### src/rtl/gain_serial_port.sv
module gain_serial_port #(
  parameter int GAIN_W = 6,
  parameter int SYNC_STAGES = 2
) (
  input  logic              clk,
  input  logic              rst_n,
  input  logic              ser_clk,
  input  logic              ser_dat,
  input  logic              mode_load,
  input  logic              sel_a_n,
  input  logic              sel_b_n,
  output logic [GAIN_W-1:0] gain_a,
  output logic [GAIN_W-1:0] gain_b
);
  localparam logic [GAIN_W-1:0] GMAX = '1;
  localparam logic [4:0] PIN_IDLE = 5'b11000;

  logic [4:0] pins_raw;
  logic [SYNC_STAGES:0][4:0] pipe;
  logic [4:0] cur, prv;
  logic [GAIN_W-1:0] shreg;
  logic clk_rise, rel_a, rel_b, ld_m, dat_s, act_a, act_b;

  assign pins_raw = {sel_b_n, sel_a_n, ser_clk, ser_dat, mode_load};

  always_ff @(posedge clk or negedge rst_n) begin
    if (!rst_n) begin
      for (int i = 0; i <= SYNC_STAGES; i++) pipe[i] <= PIN_IDLE;
    end else begin
      pipe[0] <= pins_raw;
      for (int i = 1; i <= SYNC_STAGES; i++) pipe[i] <= pipe[i-1];
    end
  end

  assign cur      = pipe[SYNC_STAGES-1];
  assign prv      = pipe[SYNC_STAGES];
  assign ld_m     = cur[0];
  assign dat_s    = cur[1];
  assign clk_rise = cur[2] & ~prv[2];
  assign rel_a    = cur[3] & ~prv[3];
  assign rel_b    = cur[4] & ~prv[4];
  assign act_a    = ~cur[3];
  assign act_b    = ~cur[4];

  function automatic logic [GAIN_W-1:0] step(input logic [GAIN_W-1:0] g, input logic up);
    if (up) return (g == GMAX) ? g : g + 1'b1;
    else    return (g == '0)   ? g : g - 1'b1;
  endfunction

  always_ff @(posedge clk or negedge rst_n) begin
    if (!rst_n) shreg <= '0;
    else if (clk_rise) shreg <= {shreg[GAIN_W-2:0], dat_s};
  end

  always_ff @(posedge clk or negedge rst_n) begin
    if (!rst_n) begin
      gain_a <= '0;
      gain_b <= '0;
    end else if (ld_m) begin
      if (rel_a) gain_a <= shreg;
      if (rel_b) gain_b <= shreg;
    end else if (clk_rise) begin
      if (act_a) gain_a <= step(gain_a, dat_s);
      if (act_b) gain_b <= step(gain_b, dat_s);
    end
  end
endmodule


### config.mk
export PLATFORM = sky130hd
export DESIGN_NAME = gain_serial_port
export DESIGN_NICKNAME = d
export VERILOG_FILES = /design/src/rtl/gain_serial_port.sv
export SDC_FILE = /design/constraint.sdc
export NUM_CORES = 1
export LEC_CHECK = 0
export ABC_AREA = 1
export ABC_CLOCK_PERIOD_IN_PS = 2000
export CAP_MARGIN = 25
export CORE_MARGIN = 2
export CORE_UTILIZATION = 55
export DETAILED_ROUTE_END_ITERATION = 8
export PLACE_DENSITY = 0.78
export SYNTH_ARGS = -nofsm -noshare
export SYNTH_HDL_FRONTEND = slang
export SYNTH_SLANG_ARGS = --single-unit
export TNS_END_PERCENT = 1
### constraint.sdc
create_clock -name clk -period 2 [get_ports clk]
set_input_delay 0.2 -clock clk [delete_from_list [all_inputs] [get_ports clk]]
set_output_delay 0.2 -clock clk [all_outputs]
set_load 0.03 [all_outputs]
==> results of run 1 <==
## power by group through the flow
stage / logic [mW] / registers, mW / clock network, mW
after floorplan: 0.649 / 1.14 / 0
after CTS: 1.20 / 0.982 / 0.627
after detailed placement: 1.19 / 0.989 / 0
after global placement: 1.16 / 0.983 / 0
after global routing: 1.35 / 1.02 / 0.660
final: 1.21 / 0.985 / 0.616
## sequential cells by signal, summed over array words and instances (netlist names)
| signal | flops |
|---|---|
| cur | 5 |
| shreg | 6 |
| pipe | 5 |
| gain_a | 6 |
| gain_b | 6 |
| prv | 3 |
## stage by stage
step	std cells	utilization [%]	area (sq um)
6_report	268	68.4	2070
5_1_grt	268	68.4	2070
4_1_cts	268	68.4	2070
3_5_place_dp	260	65.1	1970
3_3_place_gp	260	65.1	1970
2_1_floorplan	197	-	1730
## logic make-up after synthesis
family                     synth area share [%]
AOI/OAI and AO/OA                          7.24
xor gates and xnor gates                   1.52
adders and majority gates                  8.10
buffers and inverters                      5.64
DFF                                        45.3
muxes                                      3.26
and+or+nand+nor                            28.9
## final timing paths
| kind | endpoint | depth (start not counted) | slack (ns) | start |
|---|---|---|---|---|
| min in group clk | pipe[3] | 1 | 0.27 | sel_a_n |
| setup / recovery | gain_a[0] | 1 | 0.24 | gain_a[0] |
| hold / removal | shreg[1] | 2 | 0.25 | rst_n |
| max in group asynchronous | prv[4] | 2 | 1.42 | rst_n |
| hold reg to reg | cur[0] | 0 | 0.36 | pipe[0] |
| setup reg to reg | gain_b[3] | 9 | 0.33 | cur[1] |
## cell usage in the layout (no fill, tap or decap), drive strengths merged
master	instances
xor2	3
nand2	64
nand3b	5
ha	8
clkdlybuf4s50	18
nand4	3
a21boi	2
o21ai	9
inv	21
nand3	16
buf	3
clkbuf	6
fa	2
mux2	5
bufinv	2
dfstp	6
nor2	16
a21oi	10
dfrtp	25
## layout make-up
| class | count | share of cell area (%) |
|---|---|---|
| sequential | 31 | 37.8 |
| tap | 44 | 2.66 |
| multi-input combinational | 143 | 40.9 |
| timing repair buffer | 21 | 9.78 |
| inverter | 21 | 3.93 |
| clock inverter | 2 | 2.90 |
| clock buffer | 6 | 1.99 |
## synthesized netlist by cell type
cell type	count
nand4_1	2
inv_4	1
buf_6	1
nand2_2	1
nand3b_4	2
dfrtp_1	25
ha_1	8
a21oi_2	1
nor2_4	1
o21ai_1	2
inv_1	19
nor2_1	13
buf_2	1
mux2_2	5
a21boi_0	1
a21boi_2	1
xor2_1	3
o21ai_2	2
nand3_4	1
fa_1	2
nand3b_1	3
nand3_1	14
nand4_2	1
nor2_2	2
dfstp_2	6
inv_2	1
nand2_1	63
a21oi_1	9
nand3_2	1
o21ai_0	5
## per-layer routing
layer	wire (um)	share of wire [%]	vias up
met2	1700	49	41
met3	131	3.8	6
met1	1580	46	649
li1	-	-	693
met5	0	0	-
met4	45	1.3	0
==> qor.yml, run 1 <==
die_x_um: 60.1
finClkSkew_ns: 0.0124
first_pass_iters: 6
syn_avg_cell_area_sq_um: 8.78
hold_ws_ns: 0.248
p_leak_nw: 1.06
layout_min_cycle_time_ns: 1.76
syn2layout_area_growth_pct: 19.8
syn_nets: 214
drt_iter0_markers: 82
n_antenna_cell: 0
synth.largest_area_cell: "dfrtp_1"
endpoint_kind: "output port"
rows: 20
multi_input_area_sq_um: 848
clk_pin_slew_ns: 0.11
critPathArrivalTime_ns: 1.56
drive_above_1_share_pct: 16.1
cp_slowest_cell: "clkdlybuf4s50_1"
setup_violations: 0
cts.sinks: 31
p_switching_mw: 1.13
comb_power_share_pct: 42.9
cts_root_buf: "clkbuf_4"
place.gp.congestion: 0.900
synth_cell_types: 30
grt_pass1_vias: 1392
hold_violations: 0
busiest_layer: "met2"
core_area_sq_um: 3030
critPathMaxStageDelay_ns: 0.73
grt-ovfl-total: 0
dp_hpwl_um: 2450
htreeDepth: 2
fin_tns_setup_ns: 0
crit_required_ns: 1.80
ys_seq_area_share_pct: 45.3
start_kind: "flip-flop"
io_buffer_count: 18
cts_setup_buffers: 0
num_vias: 1389
tightest_slew_ns: 0.393
finalCritPeriodShare_pct: 88.1
seqPwrFrac_pct: 35.1
yosys_warnings: 0
grt_max_degree: 32
fp.dieH_um: 60.1
drcViolationCount: 0
netlist_area_sq_um: 1730
die-area_sq_um: 3610
synth_seq_cells: 31
grt_util_met2_pct: 36.5
place_ws_ns: 0.369
grt_pass1_wl_um: 6090
seq_area_sq_um: 783
grt_antenna_before_repair: 0
numCtsBuffers: 5
use_met3_pct: 7.79
crit_fanout: 7
rsz0062_at_grt: "no"
cts_buffer_depth: 2
fin_nets: 240
pwr-share-clk_pct: 21.9
crit_family: "buffers and inverters"
routed_via_density: 5.18
max_slew_margin_pct: 73.8
slew_viol_final: 0
status: "finished clean"
drv_cap: 0
ios: 19
wl_um: 3450
worst_slack_ns: 0.238
initial_core_util_pct: 57.1
grt_util_all_layers_pct: 23.1
clk_latency_ns: 0.34
power.internal_mw: 1.68
cts_tree: "yes"
ctsHoldBuffers: 0
wl_per_cell_um: 12.9
power_mw: 2.81
crit_buf_inv: 1
peakVddDrop_mv: 0.669
critPathKind: "reg -> out"
hold_path.class: "in -> async"
netSwitchingFraction_pct: 40.1
grt_use_met1_pct: 29.5
powerDensity_nw_per_um2: 1350
synth_cells: 197
yosysTopAreaCellShare_pct: 36.2
fillers: 250
synth.area.top_cells: "dfrtp_1 36%, nand2_1 14%, dfstp_2 9.1%"
ant_nets: 0
ctsResizeCount: 0
fmax_mhz: 567
path_cells: "clkdlybuf4s50_1"
No activity file was read; power rests on OpenSTA's default activity.
==> inputs of run 2 (changes only) <==
CTS_CLUSTER_SIZE = 20   (was default)
==> results of run 2 <==
No change in the layout: final DEF, timing and power equal those of run 1.
==> inputs of run 3 (changes only) <==
SETUP_SLACK_MARGIN = 0.1   (was default)
==> results of run 3 <==
No change in the layout: final DEF, timing and power equal those of run 1.
